<file path="src/rtl/qdb_pkg.sv">
package qdb_pkg;
  localparam int SQE_SHIFT = 6;  // 64-byte submission slot
  localparam int CQE_SHIFT = 4;  // 16-byte completion slot

  typedef enum logic [0:0] {
    SIDE_SUBMIT   = 1'b0,
    SIDE_COMPLETE = 1'b1
  } ring_side_e;
endpackage

</file>
<file path="src/rtl/qdb_ring.sv">
module qdb_ring #(
  parameter int IDX_W         = 4,
  parameter int BASE_W        = 8,
  parameter bit HOST_PRODUCES = 1'b1,
  localparam int SIZE_W       = IDX_W + 1
) (
  input  logic              clk,
  input  logic              rst,
  input  logic              cfg_we,
  input  logic [SIZE_W-1:0] cfg_size,
  input  logic [BASE_W-1:0] cfg_base,
  input  logic              host_we,
  input  logic [IDX_W-1:0]  host_idx,
  input  logic              dev_adv,
  output logic [BASE_W-1:0] base_q,
  output logic [IDX_W-1:0]  dev_ptr,
  output logic              eq,
  output logic              full,
  output logic              live
);
  logic [SIZE_W-1:0] size_q;
  logic [IDX_W-1:0]  host_ptr;
  logic [IDX_W-1:0]  dev_next;
  logic              host_ok;

  function automatic logic [IDX_W-1:0] wrap_inc(input logic [IDX_W-1:0] p,
                                                input logic [SIZE_W-1:0] n);
    if ({1'b0, p} == n - SIZE_W'(1)) return '0;
    else                             return p + IDX_W'(1);
  endfunction

  assign host_ok  = ({1'b0, host_idx} < size_q);
  assign dev_next = wrap_inc(dev_ptr, size_q);
  assign eq       = (host_ptr == dev_ptr);
  assign live     = (size_q != '0);

  generate
    if (HOST_PRODUCES) begin : g_host_prod
      assign full = (wrap_inc(host_ptr, size_q) == dev_ptr);
    end else begin : g_dev_prod
      assign full = (dev_next == host_ptr);
    end
  endgenerate

  always_ff @(posedge clk) begin
    if (rst) begin
      size_q   <= '0;
      base_q   <= '0;
      host_ptr <= '0;
      dev_ptr  <= '0;
    end else if (cfg_we) begin
      size_q   <= cfg_size;
      base_q   <= cfg_base;
      host_ptr <= '0;
      dev_ptr  <= '0;
    end else begin
      if (host_we && host_ok) host_ptr <= host_idx;
      if (dev_adv)            dev_ptr  <= dev_next;
    end
  end
endmodule

</file>
<file path="src/rtl/qdb_fetch.sv">
module qdb_fetch
  import qdb_pkg::*;
#(
  parameter int NQ     = 4,
  parameter int IDX_W  = 4,
  parameter int BASE_W = 8,
  localparam int QW    = $clog2(NQ),
  localparam int SLOT_W = BASE_W + 1,
  localparam int FA_W  = SLOT_W + SQE_SHIFT
) (
  input  logic              clk,
  input  logic              rst,
  input  logic              fetch_req,
  input  logic [QW-1:0]     fetch_qid,
  input  logic [NQ-1:0]     sq_pending,
  input  logic [NQ-1:0]     sq_live,
  input  logic [IDX_W-1:0]  sq_head [NQ],
  input  logic [BASE_W-1:0] sq_base [NQ],
  output logic              fetch_go,
  output logic              fetch_ack,
  output logic [FA_W-1:0]   fetch_addr
);
  logic [SLOT_W-1:0] slot;

  assign fetch_go = fetch_req && sq_pending[fetch_qid] && sq_live[fetch_qid];
  assign slot     = SLOT_W'(sq_base[fetch_qid]) + SLOT_W'(sq_head[fetch_qid]);

  always_ff @(posedge clk) begin
    if (rst) begin
      fetch_ack  <= 1'b0;
      fetch_addr <= '0;
    end else begin
      fetch_ack <= fetch_go;
      if (fetch_go) fetch_addr <= {slot, {SQE_SHIFT{1'b0}}};
    end
  end
endmodule

</file>
<file path="src/rtl/qdb_post.sv">
module qdb_post
  import qdb_pkg::*;
#(
  parameter int NQ     = 4,
  parameter int IDX_W  = 4,
  parameter int BASE_W = 8,
  localparam int QW    = $clog2(NQ),
  localparam int SLOT_W = BASE_W + 1,
  localparam int CA_W  = SLOT_W + CQE_SHIFT
) (
  input  logic              clk,
  input  logic              rst,
  input  logic              post_req,
  input  logic [QW-1:0]     post_sqid,
  input  logic [IDX_W-1:0]  post_sqe,
  input  logic [QW-1:0]     bind_tbl [NQ],
  input  logic [NQ-1:0]     cq_full,
  input  logic [NQ-1:0]     cq_live,
  input  logic [IDX_W-1:0]  cq_tail [NQ],
  input  logic [BASE_W-1:0] cq_base [NQ],
  output logic              post_go,
  output logic [QW-1:0]     post_cq,
  output logic              post_stall,
  output logic              evt_valid,
  output logic [QW-1:0]     evt_cqid,
  output logic [CA_W-1:0]   evt_addr,
  output logic [QW-1:0]     evt_sqid,
  output logic [IDX_W-1:0]  evt_sqe
);
  logic              room;
  logic [SLOT_W-1:0] slot;

  assign post_cq = bind_tbl[post_sqid];
  assign room    = cq_live[post_cq] && !cq_full[post_cq];
  assign post_go = post_req && room;
  assign slot    = SLOT_W'(cq_base[post_cq]) + SLOT_W'(cq_tail[post_cq]);

  always_ff @(posedge clk) begin
    if (rst) begin
      post_stall <= 1'b0;
      evt_valid  <= 1'b0;
      evt_cqid   <= '0;
      evt_addr   <= '0;
      evt_sqid   <= '0;
      evt_sqe    <= '0;
    end else begin
      post_stall <= post_req && !room;
      evt_valid  <= post_go;
      if (post_go) begin
        evt_cqid <= post_cq;
        evt_addr <= {slot, {CQE_SHIFT{1'b0}}};
        evt_sqid <= post_sqid;
        evt_sqe  <= post_sqe;
      end
    end
  end
endmodule

</file>
<file path="src/rtl/qdb_tracker.sv">
module qdb_tracker
  import qdb_pkg::*;
#(
  parameter int NQ      = 4,
  parameter int IDX_W   = 4,
  parameter int BASE_W  = 8,
  localparam int QW     = $clog2(NQ),
  localparam int SIZE_W = IDX_W + 1,
  localparam int SLOT_W = BASE_W + 1,
  localparam int FA_W   = SLOT_W + SQE_SHIFT,
  localparam int CA_W   = SLOT_W + CQE_SHIFT
) (
  input  logic              clk,
  input  logic              rst,
  input  logic              cfg_we,
  input  logic              cfg_cq,
  input  logic [QW-1:0]     cfg_qid,
  input  logic [SIZE_W-1:0] cfg_size,
  input  logic [BASE_W-1:0] cfg_base,
  input  logic [QW-1:0]     cfg_bind,
  input  logic              db_we,
  input  logic              db_cq,
  input  logic [QW-1:0]     db_qid,
  input  logic [IDX_W-1:0]  db_idx,
  input  logic              fetch_req,
  input  logic [QW-1:0]     fetch_qid,
  output logic              fetch_ack,
  output logic [FA_W-1:0]   fetch_addr,
  input  logic              post_req,
  input  logic [QW-1:0]     post_sqid,
  input  logic [IDX_W-1:0]  post_sqe,
  output logic              post_stall,
  output logic              evt_valid,
  output logic [QW-1:0]     evt_cqid,
  output logic [CA_W-1:0]   evt_addr,
  output logic [QW-1:0]     evt_sqid,
  output logic [IDX_W-1:0]  evt_sqe,
  output logic [NQ-1:0]     sq_pending,
  output logic [NQ-1:0]     sq_full,
  output logic [NQ-1:0]     cq_full,
  output logic [NQ-1:0]     cq_empty,
  output logic              err_flag
);
  localparam logic [SIZE_W-1:0] MAX_SIZE = SIZE_W'(1) << IDX_W;

  logic [IDX_W-1:0]  sq_head [NQ];
  logic [BASE_W-1:0] sq_base [NQ];
  logic [IDX_W-1:0]  cq_tail [NQ];
  logic [BASE_W-1:0] cq_base [NQ];
  logic [QW-1:0]     bind_tbl [NQ];
  logic [NQ-1:0]     sq_eq, sq_live, cq_live;
  logic              fetch_go, post_go;
  logic [QW-1:0]     post_cq;
  logic              size_ok, bind_ok, cfg_ok;
  logic [SIZE_W-1:0] db_size;
  logic [SIZE_W-1:0] sq_size [NQ];
  logic [SIZE_W-1:0] cq_size [NQ];
  logic              db_ok;

  // Configuration acceptance: size range and admin-pair isolation
  assign size_ok = (cfg_size >= SIZE_W'(2)) && (cfg_size <= MAX_SIZE);
  assign bind_ok = (cfg_cq == SIDE_COMPLETE) || (cfg_qid == '0) || (cfg_bind != '0);
  assign cfg_ok  = size_ok && bind_ok;

  // Shadow of the ring sizes for the doorbell range check
  always_ff @(posedge clk) begin
    if (rst) begin
      for (int i = 0; i < NQ; i++) begin
        sq_size[i]  <= '0;
        cq_size[i]  <= '0;
        bind_tbl[i] <= '0;
      end
    end else if (cfg_we && cfg_ok) begin
      if (cfg_cq == SIDE_COMPLETE) begin
        cq_size[cfg_qid] <= cfg_size;
      end else begin
        sq_size[cfg_qid]  <= cfg_size;
        bind_tbl[cfg_qid] <= (cfg_qid == '0) ? '0 : cfg_bind;
      end
    end
  end

  assign db_size = (db_cq == SIDE_COMPLETE) ? cq_size[db_qid] : sq_size[db_qid];
  assign db_ok   = ({1'b0, db_idx} < db_size);

  always_ff @(posedge clk) begin
    if (rst)                              err_flag <= 1'b0;
    else if ((db_we && !db_ok) || (cfg_we && !cfg_ok)) err_flag <= 1'b1;
  end

  generate
    for (genvar q = 0; q < NQ; q++) begin : g_pair
      logic sq_cfg, cq_cfg, sq_db, cq_db, sq_adv, cq_adv;

      assign sq_cfg = cfg_we && cfg_ok && (cfg_cq == SIDE_SUBMIT)   && (cfg_qid == QW'(q));
      assign cq_cfg = cfg_we && cfg_ok && (cfg_cq == SIDE_COMPLETE) && (cfg_qid == QW'(q));
      assign sq_db  = db_we && (db_cq == SIDE_SUBMIT)   && (db_qid == QW'(q));
      assign cq_db  = db_we && (db_cq == SIDE_COMPLETE) && (db_qid == QW'(q));
      assign sq_adv = fetch_go && (fetch_qid == QW'(q));
      assign cq_adv = post_go  && (post_cq   == QW'(q));

      qdb_ring #(.IDX_W(IDX_W), .BASE_W(BASE_W), .HOST_PRODUCES(1'b1)) u_sq (
        .clk      (clk),
        .rst      (rst),
        .cfg_we   (sq_cfg),
        .cfg_size (cfg_size),
        .cfg_base (cfg_base),
        .host_we  (sq_db),
        .host_idx (db_idx),
        .dev_adv  (sq_adv),
        .base_q   (sq_base[q]),
        .dev_ptr  (sq_head[q]),
        .eq       (sq_eq[q]),
        .full     (sq_full[q]),
        .live     (sq_live[q])
      );

      qdb_ring #(.IDX_W(IDX_W), .BASE_W(BASE_W), .HOST_PRODUCES(1'b0)) u_cq (
        .clk      (clk),
        .rst      (rst),
        .cfg_we   (cq_cfg),
        .cfg_size (cfg_size),
        .cfg_base (cfg_base),
        .host_we  (cq_db),
        .host_idx (db_idx),
        .dev_adv  (cq_adv),
        .base_q   (cq_base[q]),
        .dev_ptr  (cq_tail[q]),
        .eq       (cq_empty[q]),
        .full     (cq_full[q]),
        .live     (cq_live[q])
      );

      assign sq_pending[q] = !sq_eq[q];
    end
  endgenerate

  qdb_fetch #(.NQ(NQ), .IDX_W(IDX_W), .BASE_W(BASE_W)) u_fetch (
    .clk        (clk),
    .rst        (rst),
    .fetch_req  (fetch_req),
    .fetch_qid  (fetch_qid),
    .sq_pending (sq_pending),
    .sq_live    (sq_live),
    .sq_head    (sq_head),
    .sq_base    (sq_base),
    .fetch_go   (fetch_go),
    .fetch_ack  (fetch_ack),
    .fetch_addr (fetch_addr)
  );

  qdb_post #(.NQ(NQ), .IDX_W(IDX_W), .BASE_W(BASE_W)) u_post (
    .clk        (clk),
    .rst        (rst),
    .post_req   (post_req),
    .post_sqid  (post_sqid),
    .post_sqe   (post_sqe),
    .bind_tbl   (bind_tbl),
    .cq_full    (cq_full),
    .cq_live    (cq_live),
    .cq_tail    (cq_tail),
    .cq_base    (cq_base),
    .post_go    (post_go),
    .post_cq    (post_cq),
    .post_stall (post_stall),
    .evt_valid  (evt_valid),
    .evt_cqid   (evt_cqid),
    .evt_addr   (evt_addr),
    .evt_sqid   (evt_sqid),
    .evt_sqe    (evt_sqe)
  );
endmodule

</file>
<file path="config.mk">
export PLATFORM = sky130hd
export DESIGN_NAME = qdb_tracker
export DESIGN_NICKNAME = d
export VERILOG_FILES = /design/src/rtl/qdb_pkg.sv /design/src/rtl/qdb_ring.sv /design/src/rtl/qdb_fetch.sv /design/src/rtl/qdb_post.sv /design/src/rtl/qdb_tracker.sv
export SDC_FILE = /design/constraint.sdc
export NUM_CORES = 1
export LEC_CHECK = 0
export ABC_CLOCK_PERIOD_IN_PS = 7480
export BUFFER_PORTS_ARGS = -buffer_cell sky130_fd_sc_hd__buf_2
export CORE_ASPECT_RATIO = 1.5
export CORE_MARGIN = 4
export CORE_UTILIZATION = 65
export CTS_CLUSTER_DIAMETER = 80
export DETAILED_ROUTE_END_ITERATION = 8
export GPL_ROUTABILITY_DRIVEN = 0
export PLACE_DENSITY = 0.85
export SLEW_MARGIN = 20
export SYNTH_ARGS = -nofsm -noshare
export SYNTH_HDL_FRONTEND = slang
export SYNTH_SLANG_ARGS = --single-unit
</file>
<file path="constraint.sdc">
create_clock -name clk -period 7.48 [get_ports clk]
set_input_delay 1.122 -clock clk [delete_from_list [all_inputs] [get_ports clk]]
set_output_delay 1.122 -clock clk [all_outputs]
set_load 0.01 [all_outputs]
</file>
Yosys cells after proc, flatten, opt, wreduce, memory -nomap -nowiden
Memories as Yosys holds them, arrays and structs flattened.
Cells that the tools add are included.
Operators by class
  bitwise logic cells: 6
  reduce and logical (&&, ||, !) cells: 82
  add/subtract/negate cells: 22
  order comparisons: 18
  mux-type cells: 56
  equal/unequal tests: 40
Operators with widths (count)
  $eq 4x4->1: 16
  $mux 4: 16
  $eq 4x5->1: 12
  $add 4x1->4 const B: 12
  $logic_and 1x1->1: 47
  $lt 4x5->1: 9
  $reduce_bool 5->1: 8
  $sub 5x1->5 const B: 8
  $bmux 8 s2: 2
  $mux 8: 4
  $add 8x4->9: 2
  $bmux 4 s2: 2
  $eq 2x2->1 const B: 8
  $mux 1: 16
  $reduce_or 2->1: 8
  $mux 5: 3
  $ge 3x3->1 const B: 4
  $mux 2: 6
  $not 2->3: 4
  $reduce_or 5->1: 2
  $bmux 1 s2: 4
  $bwmux 8: 1
  $eq 2x1->1 const B: 4
  $logic_not 1->1: 8
  11 further kinds: 18
Storage, ports and cells
  bits in registers: 206
  output and inout port bits: 56
  memories: 2
  RAM bits: 40
Memories
  cq_size: words 4, width 5, read ports 1, clocked after Yosys merged registers in 0, wr ports 4, RTL line qdb_tracker.sv:57  | logic [SIZE_W-1:0] cq_size [NQ];
  sq_size: words 4, width 5, read ports 1, clocked after Yosys merged registers in 0, wr ports 4, RTL line qdb_tracker.sv:56  | logic [SIZE_W-1:0] sq_size [NQ];

Logic depth before layout (Yosys ltp)
  depth in word-level cells: 10
  gate-level depth with buffers: 14
  mapped depth without buffers: 12

Hierarchy
From an unflattened synthesis, not the netlist that was laid out.
Second synthesis, totals
  cells, all modules: 1467
  area total of the unflattened synthesis: 14103.5 µm²
Modules (own cells, without submodules)
  qdb_ring at g_pair[0].u_sq ...: instances 4, sequential area each 420.4 µm², cells an instance 138, area an instance 1206.2 µm²
  qdb_ring at g_pair[0].u_cq ...: instances 4, sequential area each 420.4 µm², cells an instance 122, area an instance 1101.1 µm²
  qdb_tracker: instances 1, sequential area each 1381.3 µm², cells an instance 216, area an instance 2519.9 µm²
  qdb_post: instances 1, sequential area each 380.4 µm², cells an instance 127, area an instance 1381.3 µm²
  qdb_fetch: instances 1, sequential area each 200.2 µm², cells an instance 84, area an instance 973.4 µm²

Worst setup path after synthesis
No wires, ideal clock.
  kind: input to register
  start point: in post_sqid[0]
  end point: reg u_post.evt_addr[11]
  stages: 12
  slack: 3.316 ns
  arrival: 4.024 ns
  cell sequence: mux4_2 > clkbuf_1 > buf_1 > mux4_2 > ha_1 > a21o_1 > a21oi_1 > nor2b_1 > o21ai_1 > nand3b_1 > xor2_1 > a211oi_1
Between the ends
  longest elaborated chain between the ends: 9
  elaborated cells between the ends (all ways): 19
  those cells by class: add/sub (1); mux (13); bitwise (2); reduce/logical (3)
RTL lines
  start, declared: RTL line qdb_tracker.sv:30  | input logic [QW-1:0] post_sqid,
  $not 2->3 (not written as such) *: RTL line qdb_post.sv:33  | assign post_cq = bind_tbl[post_sqid];
  $bmux 2 s2 *: RTL line qdb_post.sv:33
  $mux 2 (not written as such) * (2 in a row): RTL line qdb_post.sv:33
  $not 2->3 (not written as such) / $bmux 1 s2 (equally long branches): RTL line qdb_post.sv:36, qdb_post.sv:34
  $bmux 8 s2 (tied with other cells): RTL line qdb_post.sv:36  | assign slot = SLOT_W'(cq_base[post_cq]) + SLOT_W'(cq_tail[post_cq]);
  $mux 8 (not written as such) (tied with other cells) (2 in a row): RTL line qdb_post.sv:36
  $add 8x4->9 / $logic_and 1x1->1 (equally long branches): RTL line qdb_post.sv:36, qdb_post.sv:35
  end signal, assigned: RTL line qdb_post.sv:51  | evt_addr <= {slot, {CQE_SHIFT{1'b0}}};
  end, declared: RTL line qdb_post.sv:26  | output logic [CA_W-1:0] evt_addr,
Mark *: on every way between the ends. The rest lies on a longest branch, timed or not. The select of a mux whose other input is x is not followed.
A chain may end at the register's enable or synchronous reset.

Worst setup path in the final report
  start point: reg g_pair[0].u_sq.size_q[0]
  end point: out sq_full[0]
Between the ends
  longest elaborated chain between the ends: 4
RTL lines
  start, declared: RTL line qdb_ring.sv:21  | logic [SIZE_W-1:0] size_q;
  start signal, assigned: RTL line qdb_ring.sv:52  | size_q <= cfg_size;
  $sub 5x1->5: RTL line qdb_ring.sv:28  | if ({1'b0, p} == n - SIZE_W'(1)) return '0;
  $eq 4x5->1: RTL line qdb_ring.sv:28
  $mux 4: RTL line qdb_ring.sv:28
  $eq 4x4->1: RTL line qdb_ring.sv:39  | assign full = (wrap_inc(host_ptr, size_q) == dev_ptr);
  end, declared: RTL line qdb_tracker.sv:39  | output logic [NQ-1:0] sq_full,
No other way between the ends.

==> run metrics <==
antenna violations before repair=2; Crit path max-delay family=compound AO/OA/AOI/OAI gates; RSZ-0062 raised after global routing=false; vias in the first global route=roughly 11000; crit path cell chain=inv_1, ha_1, o21ai_0, nor2_1, a211o_1, a2111oi_1, nor2_1, xor2_1, a211oi_1, buf_2; Setup Fix Bufs, Post-CTS=0; Slew Viols, Final=0; number of remaining DRC errors=0; Achievable Freq=between 200 and 250 MHz; Synth Instances=1471; Num CTS Buffers=24; Antenna Nets Post-Route=0; setup ws final=around 3.1 ns; fin crit share=between 50% and 60%; Die Area=0.02406 mm²; number of enable flip-flop cells after synthesis=40; VDD IR max=185.0 µV; required time of the critical path=between 6 and 7 ns; Min-Delay Endpoint=g_pair[1].u_sq.base_q[2]$_SDFFE_PP0P_; Yosys top cell by area=dfxtp_1; Critical Path Fanout Max=8; Slowest cell on crit path=a2111oi_1; r2r startpoint=g_pair[0].u_cq.size_q[0]$_SDFFE_PP0P_; synthesized area per cell=9.544 µm²; clk sinks=around 250; CP arrival=approximately 3.2 ns; Root Driver=clkbuf_16; first-pass GRT wire length=between 50000 and 60000 µm; Final #Nets=between 1500 and 2000; Hold Path Class=reg -> reg; Post-Synth XOR/XNOR Area=8.716%; Max Clock Skew=about 0.011 ns; Post-Synth Adder-Cell Area=5.543%; PostCTS Resize Cnt=0; largest net degree at the start of global routing=51; Yosys warnings=0; Compound-Gate Fraction of Synth Area=a little over an eighth; Hold Path Stages=2; Final Hold Vio Count=0; Site Rows=between 60 and 70; outcome=finished clean; # fillers=about 1500; Final setup viols=0; Final Instance Area=roughly 0.015 mm²; Initial Util=around 66%; maximum clock path buffer count=3; die extent in y=188.0 µm; Crit Path Class=reg -> out; reg2reg end=g_pair[0].u_cq.dev_ptr[2]$_SDFFE_PP0P_; simple-gate portion of the synthesized area=between 10% and 20%; layout cell share with drive strength beyond 1=about 13%; reg2reg path depth=9; count of state elements after synthesis=246; Port Buffers=between 80 and 90; Slew headroom=approximately 28%; Routed WL=roughly 35000 µm; P_leak=roughly 6.8 nW; overall power=2.977 mW; Max stage delay on crit path=between 0.6 and 0.7 ns; Mapped Area=0.01404 mm²; Synth area leaders=dfxtp_1 29%, edfxtp_1 8.6%, mux2i_1 6.5%; Worst-Margin Slew=roughly 1.1 ns; routed vias=11252; Clk Latency, worst-skew pair=between 0.5 and 0.6 ns; Initial DRC Count=around 870; fin crit period=about 4.3 ns; GRT overflow=0; DR vias/cell=around 6.4; hold-fix buffer count after cts=0; worst path buffer plus inverter count=2; Worst-path clk slew=0.06 ns; Top Ports=95; H-tree depth=1; Power Dens Cells=195.6 mW/mm²; register area share after synthesis=a little under two fifths; Post-DP Area=roughly 0.014 mm²; All-Layer GR Usage=28.83%; Worst path most repeated cell=nor2_1; drt pass-1 iters=5; Distinct cells, synth=78; top_reg_cell synth=dfxtp_1; Async SR Flop Fraction=0%; crit end category=output pin; worst hold path startpoint=g_pair[1].u_sq.base_q[2]$_SDFFE_PP0P_; CTS tree=done; Layout area overhead=8.395%; Maximum Capacitance Violations=0; top-count cell post-synth=dfxtp_1; post-DP HPWL=around 24000 µm; post-synthesis mux area share=roughly 12%; Synth top area share=between 20% and 30%; Die X=~130 µm; CORE AREA=0.02115 mm²; Setup crit start kind=flop; R2R Setup Slk=just under 4 ns; TNS Setup=0 ns; setup slack after placement=~3 ns; DR WL/cell=about 20 µm; synth cell count leaders=206 x dfxtp_1, 127 x nor2_1, 91 x mux2i_1; main combinational cell family by area after synthesis=simple AND/OR/NAND/NOR gates
tightest hold or removal path, cell delays in order (launching register included):
cell and delay [ns]:
dfxtp_1 0.31, nand2_1 0.05, a21oi_1 0.05
routing by layer:
metal	wire, µm	share of wire (%)	GRT usage, %
met5	19	0.054	0
met1	13620	39	35.07
met2	17590	50	49.31
met3	2036	5.8	3.648
met4	1877	5.3	15.28
cell families (layout without fill, tap and decap cells):
group                    count (synthesis)  in the layout
AND/OR/NAND/NOR                        443            443
AO/OA/AOI/OAI                          272            272
flip-flops                             246            246
buffers and inverters                  184            191
XOR/XNOR                               138            138
multiplexers                           126            126
adder cells (fa/ha/maj)                 61             61
other                                    1             12
registers in the layout, summed over array words and instances, names as in the netlist:
register / count
g_pair.u_cq.size_q: 20
u_post.evt_cqid: 2
g_pair.u_sq.size_q: 20
u_fetch.fetch_ack: 1
g_pair.u_sq.dev_ptr: 16
u_post.post_stall: 1
g_pair.u_cq.base_q: 32
sq_size: 20
g_pair.u_sq.host_ptr: 16
cq_size: 20
u_fetch.fetch_addr: 9
u_post.evt_addr: 9
bind_tbl: 8
g_pair.u_cq.host_ptr: 16
g_pair.u_cq.dev_ptr: 16
g_pair.u_sq.base_q: 32
u_post.evt_valid: 1
u_post.evt_sqe: 4
u_post.evt_sqid: 2
err_flag: 1
stage by stage:
step | util (%) | instances | hold slack, ns
floorplan | - | 1480 | 0.4249
global placement | 67.72 | 1711 | 0.4417
detailed placement | 67.72 | 1711 | 0.4433
CTS | 71.94 | 1755 | 0.4524
global route | 71.96 | 1756 | 0.4846
finish | 71.97 | 1757 | 0.4540
where the power goes:
| part | internal [mW] | total, mW | switching, mW | leakage (nW) |
|---|---|---|---|---|
| Clock | 0.831 | 1.36 | 0.528 | 0.434 |
| Sequential | 1.37 | 1.39 | 0.0202 | 2.05 |
| Combinational | 0.0834 | 0.228 | 0.144 | 4.32 |
placed cells by master, fill, tap and decap left out, types with 5 or more instances in the layout:
| master | n |
|---|---|
| inv_1 | 52 |
| o2111ai_1 | 5 |
| buf_4 | 10 |
| edfxtp_1 | 40 |
| conb_1 | 10 |
| o22ai_1 | 6 |
| ha_1 | 59 |
| or3_1 | 5 |
| buf_2 | 84 |
| nor2b_1 | 22 |
| and3_1 | 36 |
| nand4_1 | 32 |
| a211o_1 | 5 |
| bufinv_16 | 5 |
| xnor2_1 | 60 |
| a211oi_1 | 10 |
| a21o_1 | 40 |
| o21a_1 | 5 |
| nand2_1 | 51 |
| a31oi_1 | 5 |
| and2_1 | 12 |
| mux4_2 | 34 |
| o211ai_1 | 6 |
| a21oi_1 | 65 |
| dfxtp_1 | 206 |
| nand3b_1 | 12 |
| nor4_1 | 9 |
| nand3_1 | 50 |
| o21ai_0 | 36 |
| o21ai_1 | 6 |
| xor2_1 | 77 |
| mux2i_1 | 91 |
| nor2_1 | 127 |
| nor3_1 | 27 |
| o31ai_1 | 16 |
| a22o_1 | 42 |
| clkbuf_16 | 26 |
| nand2b_1 | 30 |
worst max-delay path by stage:
stage	to	depth (start not counted)	from	slack, ns
2_1_floorplan	u_post.evt_addr[11]$_SDFFE_PP0P_	12	post_sqid[0]	3.32
3_3_place_gp	g_pair[3].u_sq.dev_ptr[2]$_SDFFE_PP0P_	9	cfg_qid[0]	3.13
3_5_place_dp	g_pair[3].u_sq.dev_ptr[0]$_SDFFE_PP0P_	9	cfg_qid[0]	3.02
4_1_cts	sq_full[0]	10	g_pair[0].u_sq.size_q[0]$_SDFFE_PP0P_	2.92
5_1_grt	sq_full[0]	10	g_pair[0].u_sq.size_q[0]$_SDFFE_PP0P_	2.81
6_report	sq_full[0]	10	g_pair[0].u_sq.size_q[0]$_SDFFE_PP0P_	3.14
cell type report:
type	count	area, µm²	area share (%)
multi-input cells	1050	7966	52.35
well taps	268	335.3	2.203
repair buffers	94	495.5	3.256
inverters	53	198.9	1.307
flip-flops and latches	246	5325	34.99
diodes	2	5.005	0.03289
clock inverters	14	196.4	1.291
clock buffers	30	695.7	4.571
Note: power is estimated with default switching activity, not from simulation.
